===== config.mk =====
export PLATFORM = sky130hd
export DESIGN_NAME = pmb_bank_mapper
export DESIGN_NICKNAME = d
export VERILOG_FILES = /design/src/rtl/pmb_pkg.sv /design/src/rtl/pmb_bank_reduce.sv /design/src/rtl/pmb_conflict_track.sv /design/src/rtl/pmb_bank_mapper.sv
export SDC_FILE = /design/constraint.sdc
export NUM_CORES = 1
export LEC_CHECK = 0
export BUFFER_PORTS_ARGS = -buffer_cell sky130_fd_sc_hd__clkbuf_2
export CAP_MARGIN = 15
export CORE_MARGIN = 2
export CORE_UTILIZATION = 47
export DETAILED_ROUTE_END_ITERATION = 8
export GPL_ROUTABILITY_DRIVEN = 0
export PLACE_DENSITY = 0.74
export SLEW_MARGIN = 20
export SYNTH_ARGS = -nofsm -noshare
export SYNTH_HDL_FRONTEND = slang
export SYNTH_HIERARCHICAL = 1
export SYNTH_SLANG_ARGS = --single-unit
export TNS_END_PERCENT = 100

===== constraint.sdc =====
create_clock -name clk_i -period 3.1 [get_ports clk_i]
set_clock_uncertainty 0.2 [all_clocks]
set_input_delay 0 -clock clk_i [delete_from_list [all_inputs] [get_ports clk_i]]
set_output_delay 0 -clock clk_i [all_outputs]
set_load 0.05 [all_outputs]

===== src/rtl/pmb_pkg.sv =====
package pmb_pkg;
  // Repeated 2-bit digit summation, valid because 4 mod 3 == 1.
  function automatic logic [1:0] mod3_fold(input logic [31:0] v_in);
    logic [31:0] v;
    logic [31:0] s;
    v = v_in;
    for (int it = 0; it < 6; it++) begin
      s = '0;
      for (int d = 0; d < 16; d++) s = s + 32'(v[2*d +: 2]);
      v = s;
    end
    return (v[1:0] == 2'd3) ? 2'd0 : v[1:0];
  endfunction
endpackage


===== src/rtl/pmb_bank_reduce.sv =====
module pmb_bank_reduce #(
  parameter int ADDR_W    = 6,
  parameter int NUM_BANKS = 3,
  parameter int BANK_W    = 2
) (
  input  logic              clk_i,
  input  logic              rst_ni,
  input  logic [ADDR_W-1:0] addr_i,
  output logic [BANK_W-1:0] bank_o
);
  import pmb_pkg::*;

  generate
    if (NUM_BANKS == 3) begin : g_digit
      localparam int NDIG  = (ADDR_W + 1) / 2;
      localparam int SUM_W = $clog2(3 * NDIG + 1);
      logic [ADDR_W+1:0] addr_pad;
      logic [SUM_W-1:0]  sum_d, sum_q;
      logic [BANK_W-1:0] bank_q;

      assign addr_pad = {2'b00, addr_i};

      always_comb begin
        sum_d = '0;
        for (int d = 0; d < NDIG; d++) sum_d = sum_d + SUM_W'(addr_pad[2*d +: 2]);
      end

      always_ff @(posedge clk_i or negedge rst_ni) begin
        if (!rst_ni) begin
          sum_q  <= '0;
          bank_q <= '0;
        end else begin
          sum_q  <= sum_d;
          bank_q <= BANK_W'(mod3_fold(32'(sum_q)));
        end
      end
      assign bank_o = bank_q;
    end else begin : g_const
      logic [BANK_W-1:0] rem_q, bank_q;
      always_ff @(posedge clk_i or negedge rst_ni) begin
        if (!rst_ni) begin
          rem_q  <= '0;
          bank_q <= '0;
        end else begin
          rem_q  <= BANK_W'(32'(addr_i) % NUM_BANKS);
          bank_q <= rem_q;
        end
      end
      assign bank_o = bank_q;
    end
  endgenerate
endmodule


===== src/rtl/pmb_conflict_track.sv =====
module pmb_conflict_track #(
  parameter int BANK_W = 2
) (
  input  logic              clk_i,
  input  logic              rst_ni,
  input  logic              hit_i,
  input  logic [BANK_W-1:0] bank_i,
  output logic              conflict_o
);
  logic              have_q;
  logic [BANK_W-1:0] last_q;

  // hit_i is held for one cycle per result; history captures it at the next edge
  always_ff @(posedge clk_i or negedge rst_ni) begin
    if (!rst_ni) begin
      have_q <= 1'b0;
      last_q <= '0;
    end else if (hit_i) begin
      have_q <= 1'b1;
      last_q <= bank_i;
    end
  end

  assign conflict_o = hit_i && have_q && (last_q == bank_i);
endmodule


===== src/rtl/pmb_bank_mapper.sv =====
module pmb_bank_mapper #(
  parameter int NUM_BANKS      = 3,
  parameter int WORDS_PER_BANK = 8,
  parameter int ADDR_W         = 6,
  localparam int SPAN          = NUM_BANKS * WORDS_PER_BANK,
  localparam int BANK_W        = (NUM_BANKS > 1) ? $clog2(NUM_BANKS) : 1,
  localparam int OFF_W         = (WORDS_PER_BANK > 1) ? $clog2(WORDS_PER_BANK) : 1
) (
  input  logic              clk_i,
  input  logic              rst_ni,
  input  logic              req_valid_i,
  input  logic [ADDR_W-1:0] req_addr_i,
  output logic              map_valid_o,
  output logic [BANK_W-1:0] map_bank_o,
  output logic [OFF_W-1:0]  map_offset_o,
  output logic              map_oor_o,
  output logic              map_conflict_o
);
  logic [1:0]       vld_q;
  logic [1:0]       oor_q;
  logic [OFF_W-1:0] off_q [2];
  logic             oor_d;

  assign oor_d = 32'(req_addr_i) >= SPAN;

  always_ff @(posedge clk_i or negedge rst_ni) begin
    if (!rst_ni) begin
      vld_q  <= '0;
      oor_q  <= '0;
      off_q[0] <= '0;
      off_q[1] <= '0;
    end else begin
      vld_q  <= {vld_q[0], req_valid_i};
      oor_q  <= {oor_q[0], oor_d};
      off_q[0] <= req_addr_i[OFF_W-1:0];
      off_q[1] <= off_q[0];
    end
  end

  pmb_bank_reduce #(
    .ADDR_W   (ADDR_W),
    .NUM_BANKS(NUM_BANKS),
    .BANK_W   (BANK_W)
  ) u_reduce (
    .clk_i (clk_i),
    .rst_ni(rst_ni),
    .addr_i(req_addr_i),
    .bank_o(map_bank_o)
  );

  pmb_conflict_track #(
    .BANK_W(BANK_W)
  ) u_conflict (
    .clk_i     (clk_i),
    .rst_ni    (rst_ni),
    .hit_i     (vld_q[1] && !oor_q[1]),
    .bank_i    (map_bank_o),
    .conflict_o(map_conflict_o)
  );

  assign map_valid_o  = vld_q[1];
  assign map_oor_o    = oor_q[1];
  assign map_offset_o = off_q[1];
endmodule


==> metrics.csv <==
metric;value;unit
Ports;17;
r2r worst-path depth;12;
core area;1727;µm²
Hold Crit Class;input port to register;
detailed-route wire length per cell;12.16;µm
chip height;46.83;µm
fin crit period;3.053;ns
drt first pass iters;3;
largest net degree at the start of global routing;20;
Synth async-reset ratio;1.000;
CTS tree;built;
Filler cells;136;
count leader, synth;dfrtp_1;
Longest Clk Path Bufs;2;
layout cells sized above 1;0.3626;
clock latency on the worst-skew pair;0.30;ns
Worst-Margin Slew;0.8123;ns
CTS H-tree depth;1;
worst r2r src;u_reduce/g_digit.sum_q[0];
All-Layer GR Usage;0.1580;
Design Area, Final;1131;µm²
register area share after synthesis;0.5515;
Hold Path End;u_reduce/g_digit.sum_q[3];
CP arrival;3.06;ns
Synth Instances;64;
placed instance area;950.9;µm²
HP Start;req_addr_i[3];
Worst Setup Start Kind;register;
xor-xnor portion of the synthesized cell area;0.06096;
Initial Util;0.4993;
Synth Area in Compound Gates;0.008708;
first-pass GRT wire length;2242;µm
Mapped Area;862.1;µm²
Fmax achieved;327.6;MHz
area growth from synthesis to layout;31.20;%
slew margin rel.;0.4567;
Slew Viols, Final;0;
dpl cells;102;
Post-DP HPWL;964.3;µm
Top FF cell, synth;dfrtp_1;
Worst-path clk slew;0.10;ns
Ys Warns;6;
row count;15;
leading post-synthesis cells by cell area;dfrtp_1, ha_1, fa_1;
Max-cap violations;0;
Root Buffer;clkbuf_4;
Post-Layout Cell Count;116;
CTS Sinks;19;
Post-Synth Adder-Cell Area;0.2148;
final wirelength;1410;µm
# diodes;0;
number of buffers created by CTS;3;
GRT Residual Overflow;0;
synthesis-stage register bit count;19;
setup_tns;0;ns
static leakage;0.5659;nW
Crit Reg-Reg Endpoint;u_reduce/bank_o[0];
initial antenna violation count;0;
setup violators final;0;
status;complete, no violations;
Setup crit end kind;register;
pwr dens;679.6;nW/µm²
leading area contributor after synthesis;dfrtp_1;
mux contribution to synthesized area;0.02612;
hold-critical path depth;5;
EDFF count, synth;0;
CP Max Fanout;2;
vias per std cell;4.595;
critical path class;register to register;
die width;46.83;µm
maximum VDD drop;367.3;µV
Final Hold Slack;0.08727;ns
syn nets;86;
Worst EP required;3.10;ns
die area;2193;µm²
final hold viol count;0;
IO buf count;16;
Post-DRT Antenna Nets;0;
r2r setup slk;0.05;ns
Layout Utilization;0.6551;
final net count;114;
Distinct cells, synth;16;
drt drc;0;
final period utilization;0.9848;
Post-Synth Simple-Gate Area;0.06386;
Synth Area per Inst;13.47;µm²
drt first-iter violations;1;
largest family of logic cells by synthesized area;adder cells;
Post-synth top cells;dfrtp_1, inv_1, ha_1;
vias in the first global route;576;
Yosys top cell area share;0.5515;
via count of the routed design;533;
[cells by family after synthesis]
logic type | count (synthesis)
xor gates and xnor gates | 6
and+or+nand+nor | 9
buffers and inverters | 14
adders and majority gates | 13
DFF | 19
AOI/OAI and AO/OA | 1
muxes | 2
[how the worst max path moves through the flow]
stage,startpoint,endpoint,slack [ns],cells after the start
after CTS,u_reduce/g_digit.sum_q[0],u_reduce/bank_o[0],0.004,13
after global routing,u_reduce/g_digit.sum_q[0],u_reduce/bank_o[0],-0.06,13
after detailed placement,u_reduce/g_digit.sum_q[0],u_reduce/bank_o[0],-0.05,13
after global placement,u_reduce/g_digit.sum_q[0],u_reduce/bank_o[0],0.05,13
final,u_reduce/g_digit.sum_q[0],u_reduce/bank_o[0],0.05,12
after floorplan,u_reduce/g_digit.sum_q[0],u_reduce/bank_o[0],0.10,13
[metal layers]
| metal | vias to the layer above | GRT usage | routed length [µm] |
|---|---|---|---|
| li1 | 250 | - | - |
| met5 | - | 0 | 0 |
| met3 | 4 | 0.05769 | 67 |
| met2 | 15 | 0.3123 | 822 |
| met1 | 264 | 0.1244 | 486 |
| met4 | 0 | 0.1000 | 34 |
[sequential cells by signal, summed over array words and instances (netlist names)]
register                cells
u_conflict/have_q           1
off_q                       3
u_conflict/last_q           2
map_offset_o                3
u_reduce/g_digit.sum_q      4
oor_q                       2
u_reduce/bank_o             2
vld_q                       2
[where the power goes]
group          switching (mW)  internal [mW]
Sequential             0.0224          0.286
Combinational           0.184          0.153
Clock                  0.0748         0.0482
Total                   0.281          0.488
[through the flow]
step / worst slack, ns / power (mW)
6_report: 0.04713 / 0.7687
5_1_grt: -0.06132 / 0.8230
4_1_cts: 0.004262 / 0.7174
3_5_place_dp: -0.05419 / 0.5769
3_3_place_gp: 0.05374 / 0.5631
2_1_floorplan: 0.1019 / 0.5186
[critical path, cell delays in order (launching register included)]
cell	delay (ns)
dfrtp_1	0.39
ha_2	0.18
fa_2	0.39
ha_4	0.17
and2_1	0.15
ha_1	0.18
xnor2_1	0.19
xnor2_1	0.16
ha_2	0.32
ha_4	0.17
ha_4	0.16
xnor2_2	0.13
and2_1	0.15
[cells in the final DEF, fill, tap and decap left out, drive strengths merged, types with 2 or more instances in the layout]
master	n
dfrtp	19
clkbuf	19
inv	11
ha	10
dlygate4sd3	9
xnor2	4
fa	3
xor2	2
mux2	2
and2	2
nor2	2
[what timing repair did]
action	4_1_cts	5_1_grt
endpoints found under the setup margin	2	2
hold buffers	9	0
resized for setup	2	9
pin swaps	0	5
endpoints found under the hold margin	25	0
buffers inserted	0	1
[cell type report]
type | instances | area [µm²] | area share
sequential | 19 | 475.5 | 0.4204
inverter | 11 | 41.29 | 0.03650
multi-input combinational | 31 | 377.9 | 0.3341
clock buffer | 3 | 22.52 | 0.01991
timing repair buffer | 26 | 177.7 | 0.1571
clock inverter | 1 | 5.005 | 0.004425
tap | 25 | 31.28 | 0.02765
Power figures use the tool's default switching activity.
